### config.mk
export PLATFORM = sky130hd
export DESIGN_NAME = slowclk_cal
export DESIGN_NICKNAME = d
export VERILOG_FILES = /design/src/rtl/slowclk_cal_pkg.sv /design/src/rtl/slowclk_cal_sync.sv /design/src/rtl/slowclk_cal_count.sv /design/src/rtl/slowclk_cal_ctrl.sv /design/src/rtl/slowclk_cal.sv
export SDC_FILE = /design/constraint.sdc
export NUM_CORES = 1
export LEC_CHECK = 0
export BUFFER_PORTS_ARGS = -buffer_cell sky130_fd_sc_hd__buf_4
export CAP_MARGIN = 5
export CORE_UTILIZATION = 50
export CTS_BUF_LIST = sky130_fd_sc_hd__clkbuf_4 sky130_fd_sc_hd__clkbuf_8
export DETAILED_ROUTE_END_ITERATION = 12
export GPL_ROUTABILITY_DRIVEN = 0
export PLACE_DENSITY = 0.87
export SKIP_CTS_REPAIR_TIMING = 1
export SLEW_MARGIN = 25
export SYNTH_ARGS = -nofsm -noshare
export SYNTH_HDL_FRONTEND = slang
export SYNTH_SLANG_ARGS = --single-unit
### constraint.sdc
create_clock -name clk -period 3.6 [get_ports clk]
set_clock_uncertainty 0.2 [all_clocks]
set_input_delay 0.72 -clock clk [delete_from_list [all_inputs] [get_ports clk]]
set_output_delay 0.72 -clock clk [all_outputs]
set_load 0.005 [all_outputs]
### src/rtl/slowclk_cal_pkg.sv
package slowclk_cal_pkg;

  typedef enum logic [1:0] {
    CAL_IDLE    = 2'd0,
    CAL_ARMED   = 2'd1,
    CAL_MEASURE = 2'd2
  } cal_state_e;

  function automatic int max_int(input int a, input int b);
    return (a > b) ? a : b;
  endfunction

endpackage

### src/rtl/slowclk_cal_sync.sv
module slowclk_cal_sync #(
  parameter int NUM_SRC     = 4,
  parameter int SYNC_STAGES = 2,
  parameter int SEL_W       = 2
) (
  input  logic               clk,
  input  logic               rst,
  input  logic [NUM_SRC-1:0] slow_in,
  input  logic [SEL_W-1:0]   sel,
  output logic               rise_o
);

  localparam int PAD_N = 2 ** SEL_W;
  localparam int LAST  = SYNC_STAGES - 1;

  logic [NUM_SRC-1:0] synced;
  logic [PAD_N-1:0]   padded;
  logic               picked;
  logic               picked_q;

  // one synchroniser chain per source, selection happens after sync
  for (genvar g = 0; g < NUM_SRC; g++) begin : g_src
    logic [SYNC_STAGES-1:0] chain;
    always_ff @(posedge clk) begin
      if (rst) chain <= '0;
      else     chain <= (chain << 1) | SYNC_STAGES'(slow_in[g]);
    end
    assign synced[g] = chain[LAST];
  end

  assign padded = PAD_N'(synced);
  assign picked = padded[sel];

  always_ff @(posedge clk) begin
    if (rst) picked_q <= 1'b0;
    else     picked_q <= picked;
  end

  assign rise_o = picked & ~picked_q;

endmodule

### src/rtl/slowclk_cal_count.sv
module slowclk_cal_count #(
  parameter int WIN_W = 16,
  parameter int CNT_W = 20,
  parameter int TMO_W = 32
) (
  input  logic             clk,
  input  logic             rst,
  input  logic             zero,
  input  logic             counting,
  input  logic             in_run,
  input  logic             edge_i,
  input  logic [WIN_W-1:0] win,
  input  logic [TMO_W-1:0] thresh,
  input  logic             cap_done,
  input  logic             cap_tmo,
  output logic             win_end,
  output logic             over,
  output logic [CNT_W-1:0] result,
  output logic [CNT_W-1:0] cnt_o
);

  localparam logic [CNT_W-1:0] CNT_MAX = '1;
  localparam int CMP_W = slowclk_cal_pkg::max_int(CNT_W, TMO_W) + 1;

  logic [CNT_W-1:0] cnt_q;
  logic [CNT_W-1:0] cnt_inc;
  logic [WIN_W-1:0] seen_q;
  logic [WIN_W:0]   seen_next;

  assign cnt_inc   = (cnt_q == CNT_MAX) ? cnt_q : cnt_q + CNT_W'(1);
  assign over      = CMP_W'(cnt_inc) > CMP_W'(thresh);
  assign seen_next = {1'b0, seen_q} + (WIN_W + 1)'(1);
  assign win_end   = edge_i && (seen_next >= {1'b0, win});
  assign cnt_o     = cnt_q;

  always_ff @(posedge clk) begin
    if (rst) begin
      cnt_q  <= '0;
      seen_q <= '0;
    end else if (zero) begin
      cnt_q  <= '0;
      seen_q <= '0;
    end else if (counting) begin
      cnt_q <= cnt_inc;
      if (in_run && edge_i) seen_q <= seen_next[WIN_W-1:0];
    end
  end

  always_ff @(posedge clk) begin
    if (rst)           result <= '0;
    else if (cap_done) result <= cnt_inc;
    else if (cap_tmo)  result <= '0;
  end

endmodule

### src/rtl/slowclk_cal_ctrl.sv
module slowclk_cal_ctrl
  import slowclk_cal_pkg::*;
(
  input  logic clk,
  input  logic rst,
  input  logic start,
  input  logic cycling,
  input  logic slow_rise,
  input  logic win_end,
  input  logic over,
  output logic zero,
  output logic counting,
  output logic in_run,
  output logic cap_done,
  output logic cap_tmo,
  output logic busy,
  output logic ready,
  output logic timeout
);

  cal_state_e state_q, state_d;
  logic start_q, cyc_q;
  logic start_rise, start_fall, cyc_rise;
  logic arm, wait_hit, done, tmo;

  assign start_rise = start & ~start_q;
  assign start_fall = ~start & start_q;
  assign cyc_rise   = cycling & ~cyc_q;

  assign arm      = (state_q == CAL_IDLE) && !start_fall && (start_rise || cyc_rise);
  assign wait_hit = (state_q == CAL_ARMED) && slow_rise && !start_fall;
  assign done     = (state_q == CAL_MEASURE) && win_end && !start_fall;
  assign tmo      = !start_fall && over &&
                    (((state_q == CAL_ARMED) && !slow_rise) ||
                     ((state_q == CAL_MEASURE) && !win_end));

  assign zero     = arm || wait_hit || (done && cycling);
  assign counting = (state_q != CAL_IDLE);
  assign in_run   = (state_q == CAL_MEASURE);
  assign cap_done = done;
  assign cap_tmo  = tmo;
  assign busy     = counting;

  always_comb begin
    state_d = state_q;
    if (start_fall) begin
      state_d = CAL_IDLE;
    end else begin
      unique case (state_q)
        CAL_IDLE:    if (arm) state_d = CAL_ARMED;
        CAL_ARMED: begin
          if (slow_rise) state_d = CAL_MEASURE;
          else if (tmo)  state_d = CAL_IDLE;
        end
        CAL_MEASURE: begin
          if (done)     state_d = cycling ? CAL_ARMED : CAL_IDLE;
          else if (tmo) state_d = CAL_IDLE;
        end
        default:     state_d = CAL_IDLE;
      endcase
    end
  end

  always_ff @(posedge clk) begin
    if (rst) begin
      state_q <= CAL_IDLE;
      start_q <= 1'b0;
      cyc_q   <= 1'b0;
    end else begin
      state_q <= state_d;
      start_q <= start;
      cyc_q   <= cycling;
    end
  end

  always_ff @(posedge clk) begin
    if (rst || start_fall || arm) begin
      ready   <= 1'b0;
      timeout <= 1'b0;
    end else if (done) begin
      ready <= 1'b1;
    end else if (tmo) begin
      ready   <= 1'b0;
      timeout <= 1'b1;
    end
  end

endmodule

### src/rtl/slowclk_cal.sv
module slowclk_cal #(
  parameter int NUM_SRC     = 4,
  parameter int SEL_W       = (NUM_SRC > 1) ? $clog2(NUM_SRC) : 1,
  parameter int SYNC_STAGES = 2,
  parameter int WIN_W       = 16,
  parameter int CNT_W       = 20,
  parameter int TMO_W       = 32
) (
  input  logic               clk,
  input  logic               rst,
  input  logic [NUM_SRC-1:0] slow_clk_in,
  input  logic [SEL_W-1:0]   src_sel,
  input  logic [WIN_W-1:0]   win_cycles,
  input  logic               start,
  input  logic               cycling,
  input  logic [TMO_W-1:0]   tmo_thresh,
  output logic [CNT_W-1:0]   result,
  output logic               ready,
  output logic               timeout
);

  logic             rise_w;
  logic             zero_w, counting_w, in_run_w;
  logic             cap_done_w, cap_tmo_w, busy_w;
  logic             win_end_w, over_w;
  logic [CNT_W-1:0] cnt_w;

  slowclk_cal_sync #(
    .NUM_SRC    (NUM_SRC),
    .SYNC_STAGES(SYNC_STAGES),
    .SEL_W      (SEL_W)
  ) u_sync (
    .clk    (clk),
    .rst    (rst),
    .slow_in(slow_clk_in),
    .sel    (src_sel),
    .rise_o (rise_w)
  );

  slowclk_cal_ctrl u_ctrl (
    .clk      (clk),
    .rst      (rst),
    .start    (start),
    .cycling  (cycling),
    .slow_rise(rise_w),
    .win_end  (win_end_w),
    .over     (over_w),
    .zero     (zero_w),
    .counting (counting_w),
    .in_run   (in_run_w),
    .cap_done (cap_done_w),
    .cap_tmo  (cap_tmo_w),
    .busy     (busy_w),
    .ready    (ready),
    .timeout  (timeout)
  );

  slowclk_cal_count #(
    .WIN_W(WIN_W),
    .CNT_W(CNT_W),
    .TMO_W(TMO_W)
  ) u_count (
    .clk     (clk),
    .rst     (rst),
    .zero    (zero_w),
    .counting(counting_w),
    .in_run  (in_run_w),
    .edge_i  (rise_w),
    .win     (win_cycles),
    .thresh  (tmo_thresh),
    .cap_done(cap_done_w),
    .cap_tmo (cap_tmo_w),
    .win_end (win_end_w),
    .over    (over_w),
    .result  (result),
    .cnt_o   (cnt_w)
  );

endmodule

# Word level (Yosys, flattened, before mapping)
# Cells that the tools add are included.
[totals]
reg_bits = 71
latch_bits = 0
ram_bits = 0
rom_bits = 0
inputBits = 58
output_inout_bits = 22
wordCells = 77
mem_count = 0
[op_classes]
addsub = 2
mul = 0
n_div = 0
magnitude_cmp = 3
n_eq_ne = 4
n_shift = 0
n_mux = 13
bitwise_logic = 13
reduce_logical = 29
[op_table]
columns = ["operator", "count"]
rows = [
  ["$mux W20", 3],
  ["$gt A20 B32 Y1", 1],
  ["$add A20 B1 Y20 const B", 1],
  ["$eq A20 B20 Y1 const B", 1],
  ["$add A16 B1 Y17 const B", 1],
  ["$ge A17 B16 Y1", 1],
  ["$logic_and A1 B1 Y1", 13],
  ["$mux W2", 4],
  ["$or A2 B1 Y2", 4],
  ["$logic_or A1 B1 Y1", 6],
  ["$pmux W2 S3", 1],
  ["$not A1 Y1", 5],
  ["$and A1 B1 Y1", 4],
  ["$mux W1", 4],
  ["$reduce_and A2 Y1", 2],
  ["$reduce_bool A2 Y1", 2],
  ["$reduce_or A2 Y1", 2],
  ["$logic_not A1 Y1", 3],
  ["$lt A2 B3 Y1 const B", 1],
  ["$bmux W1 S2", 1],
  ["$eq A2 B1 Y1 const B", 1],
  ["$eq A2 B2 Y1 const B", 1],
  ["$logic_not A2 Y1", 1],
  ["$ne A2 B1 Y1 const B", 1],
]

# Depth between registers and ports, before layout
[depth]
depth_word = 11
ltp_mapped = 17
depth_no_buf = 15

# By module
# From an unflattened synthesis, not the netlist that was laid out.
[hier_totals]
hier_cells = 541
hier_area_um2 = 4508.1
[by_module_without_submodules]
columns = ["mod", "n_inst", "cells_each", "area_each_um2", "seq_area_each_um2"]
rows = [
  ["slowclk_cal_count", 1, 486, 3906.2, 1121.1],
  ["slowclk_cal_ctrl", 1, 35, 321.6, 120.1],
  ["slowclk_cal_sync", 1, 20, 280.3, 180.2],
]

# Worst setup path before layout
# No wires, ideal clock.
[synth_timing]
path_type = "reg-to-reg"
from = "register u_count.cnt_q[0] (netlist: u_count.cnt_o[0])"
to = "register u_count.result[19]"
setup_ns = 0.121
arrival_ns = 3.571
t_required_ns = 3.279
setup_slack_ns = -0.292
path_stages_with_launch = 17
n_path_buf = 1
period_less_slack_ns = 3.892
cell_sequence = "dfxtp_1 > ha_1 > inv_1 > nor4_2 > nand2_1 > nand2_1 > nor2_1 > xor2_1 > ha_1 > nand2_1 > or4_1 > a21oi_1 > or3_1 > nand3_1 > o211ai_1 > buf_2 > a2bb2o_1"
[synth_between]
elab_chain_len = 6
elab_cells_between_ends = 8
cone_classes = "add/sub: 1; order compare: 1; eq/ne: 1; mux: 2; reduce/logical: 3"
[synth_rtl]
columns = ["element", "line", "rtl"]
rows = [
  ["from (decl)", "slowclk_cal_count.sv:25", "logic [CNT_W-1:0] cnt_q;"],
  ["from (signal assigned)", "slowclk_cal_count.sv:44", "cnt_q <= cnt_inc;"],
  ["$add A20 B1 Y20 or $eq A20 B20 Y1 (tied branches)", "slowclk_cal_count.sv:30", "assign cnt_inc = (cnt_q == CNT_MAX) ? cnt_q : cnt_q + CNT_W'(1);"],
  ["$mux W20 *", "slowclk_cal_count.sv:30", ""],
  ["via u_count.cnt_inc[6]", "slowclk_cal_count.sv:26", "logic [CNT_W-1:0] cnt_inc;"],
  ["$gt A20 B32 Y1 *", "slowclk_cal_count.sv:31", "assign over = CMP_W'(cnt_inc) > CMP_W'(thresh);"],
  ["$logic_and A1 B1 Y1 * (2 in series)", "slowclk_cal_ctrl.sv:33", "assign tmo = !start_fall && over &&"],
  ["$reduce_bool A2 Y1 (no line) *", "n/a", ""],
  ["to (signal assigned)", "slowclk_cal_count.sv:51", "else if (cap_done) result <= cnt_inc;"],
  ["to (decl)", "slowclk_cal_count.sv:18", "output logic [CNT_W-1:0] result,"],
]
# The timed path passes the listed nets; every way through them passes the cells marked *.
# A chain may end at the register's enable or synchronous reset.

# Final worst setup path
[layout_timing]
from = "register u_count.cnt_q[1] (netlist: u_count.cnt_o[1])"
to = "register u_ctrl.state_q[1]"
[layout_between]
elab_chain_len = 8
elab_cells_between_ends = 10
cone_classes = "add/sub: 1; order compare: 1; eq/ne: 1; mux: 5; reduce/logical: 2"
[layout_rtl]
columns = ["element", "line", "rtl"]
rows = [
  ["$add A20 B1 Y20 or $eq A20 B20 Y1 (tied branches)", "slowclk_cal_count.sv:30", ""],
  ["$mux W20 *", "slowclk_cal_count.sv:30", ""],
  ["via u_count.cnt_inc[12]", "slowclk_cal_count.sv:26", ""],
  ["$gt A20 B32 Y1 *", "slowclk_cal_count.sv:31", ""],
  ["$logic_and A1 B1 Y1 * (2 in series)", "slowclk_cal_ctrl.sv:33", ""],
  ["$mux W2 *", "n/a", ""],
  ["$mux W2, on equally long branches", "n/a", ""],
  ["$pmux W2 S3 *", "n/a", ""],
  ["to (signal assigned)", "slowclk_cal_ctrl.sv:70", "state_q <= state_d;"],
  ["to (decl)", "slowclk_cal_ctrl.sv:21", "cal_state_e state_q, state_d;"],
]
# Marked as above.

==> run_results.csv <==
group,metric,value,unit
final_layout,syn2layout_area_growth,49.0,%
grt,grt_first_pass_wirelength,18700,um
grt,grt_max_degree,19,
cts,cts_tree,"built",
cts,cts-root-buf,"clkbuf_8",
timing,fin_ws,-0.576,ns
detailed_routing,vias,4734,
critical_path,cp_num_buf_inv,4,
yosys,synth_async_sr_flop_share,0,
timing,tightest_slew,0.765,ns
timing,fin_hold_ws,0.240,ns
place,dpl-instance-area,5610,um^2
timing,final.min_clock_period,4.18,ns
critical_path,critPathSlowestCell,"nor4_1",
yosys,yosysSeqAreaShare,0.327,
power_and_ir_drop,powerDensity,284,nW/um^2
cts,htreeDepth,3,
yosys,synth-edff-count,0,
final_layout,final_area,6470,um^2
timing,max_freq,239,MHz
job,maxCapViolCount,0,
yosys,avgSynthCellArea,8.07,um^2
timing,setup_violations,26,
min_path,hp-class,"reg2reg",
die,die_area,9060,um^2
final_layout,drive_gt1_frac,0.398,
critical_path,worstPathCellList,"buf_6 -> ha_4 -> inv_4 -> nor4_4 -> nand2b_1 -> nor2_1 -> xor2_1 -> ha_1 -> nand4_1 -> buf_4 -> nor2_2 -> a211o_1 -> or3_4 -> buf_4 -> o211ai_1 -> nor3_1 -> nor4_1",
die,io_pins,80,
die,die_h,95.2,um
detailed_routing,vias_per_cell,5.84,
critical_path,cp_data_required_time,3.66,ns
timing,relSlewSlack,0.490,
power_and_ir_drop,p_leak,2.92,nW
critical_path,cp-end-kind,"flip-flop",
yosys,syn-num-nets,634,
yosys,syn-cell-area,4340,um^2
yosys,yosys_warnings,0,
cts,cts.path.max_buffers,2,
detailed_routing,wl,15600,um
critical_path,crit_type,"reg2reg",
die,initial_core_util,0.523,
cts,clk_latency,0.38,ns
die,die_w,95.2,um
cts,cts_buffers,9,
cts,clkTransAtPathRegs,0.09,ns
run_status,violations,"negative setup slack",
yosys,synth-seq-cells,71,
critical_path,cp_max_fo,4,
timing,finalHoldViolCount,0,
run_status,outcome,"complete, but fails checks",
yosys,synth_cells,538,
die,core_area,8300,um^2
detailed_routing,wire_per_inst,19.3,um
final_layout,insertedDiodeCount,0,
grt,grt_usage,0.267,
timing,rsz0062_at_grt,"yes",
critical_path,cp_common_cell,"buf_4",
timing,period_share,1.16,
yosys,ys.flop_type,"dfxtp_1",
place,hpwlAfterDp,8910,um
final_layout,nets,797,
detailed_routing,firstDrtPassIters,5,
grt,grt_pass1_vias,4193,
critical_path,cpPeakStageDelay,0.38,ns
detailed_routing,drc,0,
final_layout,fillCellCount,472,
detailed_routing,ant_nets,0,
grt,antenna_found_initial,0,
critical_path,cp_data_arrival_time,4.24,ns
place,portBuffers,79,
critical_path,cp-start-kind,"flip-flop",
critical_path,critPathTopFamily,"simple AND/OR/NAND/NOR gates",
grt,overflow,0,
yosys,synth.distinct_cells,49,
detailed_routing,first_iter_violations,406,
die,std_cell_rows,33,
cts,clock_sink_count,71,
timing,drv_slew,0,
power_and_ir_drop,irDropWorstVdd,0.298,mV
==> state kept, by name, summed over array words and instances, names as in the netlist <==
register / cells
u_count.cnt_o: 20
u_count.result: 20
u_count.seen_q: 16
u_ctrl.cyc_q: 1
u_ctrl.ready: 1
u_ctrl.start_q: 1
u_ctrl.state_q: 2
u_ctrl.timeout: 1
u_sync.g_src.chain: 8
u_sync.picked_q: 1
==> synth_stat cells, drive strengths merged, types with 3 or more instances <==
library cell / n / area, um^2
clkbuf: 5 / 18.8
buf: 8 / 47.5
nor2: 64 / 245
dfxtp: 71 / 1420
nand3: 18 / 95.1
xnor2: 27 / 236
nor2b: 13 / 81.3
nand2: 53 / 201
o2bb2ai: 14 / 123
inv: 63 / 236
mux2i: 4 / 40.0
nand2b: 6 / 37.5
nand4: 11 / 68.8
and3: 5 / 31.3
o22ai: 4 / 25.0
a211oi: 4 / 35.0
a211o: 3 / 26.3
o21ai: 12 / 60.1
nor4: 10 / 68.8
nor3: 17 / 90.1
a21oi: 27 / 143
xor2: 31 / 272
a21o: 4 / 30.0
ha: 38 / 475
o211ai: 3 / 22.5
or3: 5 / 36.3
==> kinds of logic (layout without fill, tap and decap cells) <==
| logic type | Yosys count | after routing | share of synthesized area |
|---|---|---|---|
| compound gates | 78 | 78 | 0.122 |
| buf+inv | 76 | 244 | 0.0697 |
| simple gates | 211 | 211 | 0.236 |
| fa+ha+maj | 38 | 38 | 0.109 |
| xor+xnor | 58 | 58 | 0.117 |
| flops | 71 | 71 | 0.327 |
| mux | 6 | 6 | 0.0179 |
==> metal layers <==
metal  global-route usage  vias up  routed length, um
met5                    0        -                  0
met4                0.115        0                818
met3               0.0399       92               1290
met2                0.466      311               7590
met1                0.325     2191               5930
li1                     -     2140                  -
==> power by group <==
| part | switching, mW | leakage [nW] | internal (mW) |
|---|---|---|---|
| registers | 0.0103 | 0.587 | 0.789 |
| clock network | 0.339 | 0.117 | 0.413 |
| logic | 0.152 | 2.22 | 0.135 |
==> area by class of cell <==
class | instances | area, um^2 | area share
multi-input cells | 391 | 3060 | 0.472
flip-flops and latches | 71 | 1470 | 0.227
repair buffers | 165 | 1340 | 0.208
inverters | 63 | 239 | 0.0369
clock buffers | 10 | 138 | 0.0213
well taps | 105 | 131 | 0.0203
clock inverters | 6 | 92.6 | 0.0143
==> through the flow <==
step	power (mW)	worst slack (ns)	instances	setup TNS [ns]	util
after floorplan	0.929	0.0132	538	0	-
after global placement	1.02	-0.0550	773	-0.859	0.676
after detailed placement	1.03	-0.236	773	-5.34	0.676
after CTS	1.75	-0.322	789	-7.97	0.704
after global routing	1.88	-0.645	811	-15.75	0.780
final	1.84	-0.576	811	-11.69	0.780
==> final timing paths <==
kind	startpoint	cells after the start	slack [ns]	end
min reg2reg	u_sync.g_src[3].chain[0]$_SDFF_PP0_	1	0.24	u_sync.g_src[3].chain[1]$_SDFF_PP0_
max reg2reg	u_count.cnt_o[1]$_SDFFE_PP0P_	17	-0.58	u_ctrl.state_q[1]$_SDFFE_PP0P_
min	u_sync.g_src[3].chain[0]$_SDFF_PP0_	1	0.24	u_sync.g_src[3].chain[1]$_SDFF_PP0_
max	u_count.cnt_o[1]$_SDFFE_PP0P_	17	-0.58	u_ctrl.state_q[1]$_SDFFE_PP0P_
==> placed cells by master, fill, tap and decap left out, types with 3 or more instances in the layout <==
cell type	n
a211oi_1	3
a21o_1	4
a21oi_1	18
a21oi_2	8
and3_4	4
buf_4	152
buf_6	6
buf_8	3
clkbuf_8	10
clkinv_4	3
dfxtp_1	53
dfxtp_2	7
dfxtp_4	11
ha_1	34
ha_4	4
inv_1	61
mux2i_1	3
nand2_1	46
nand2_2	7
nand2b_1	6
nand3_1	11
nand3_2	5
nand4_1	11
nor2_1	55
nor2_2	7
nor2b_1	13
nor3_1	14
nor4_1	8
o211ai_1	3
o21ai_0	7
o21ai_2	3
o2bb2ai_2	12
or3_1	3
xnor2_1	26
xor2_1	28
xor2_2	3
No activity file was read; power rests on OpenSTA's default activity.
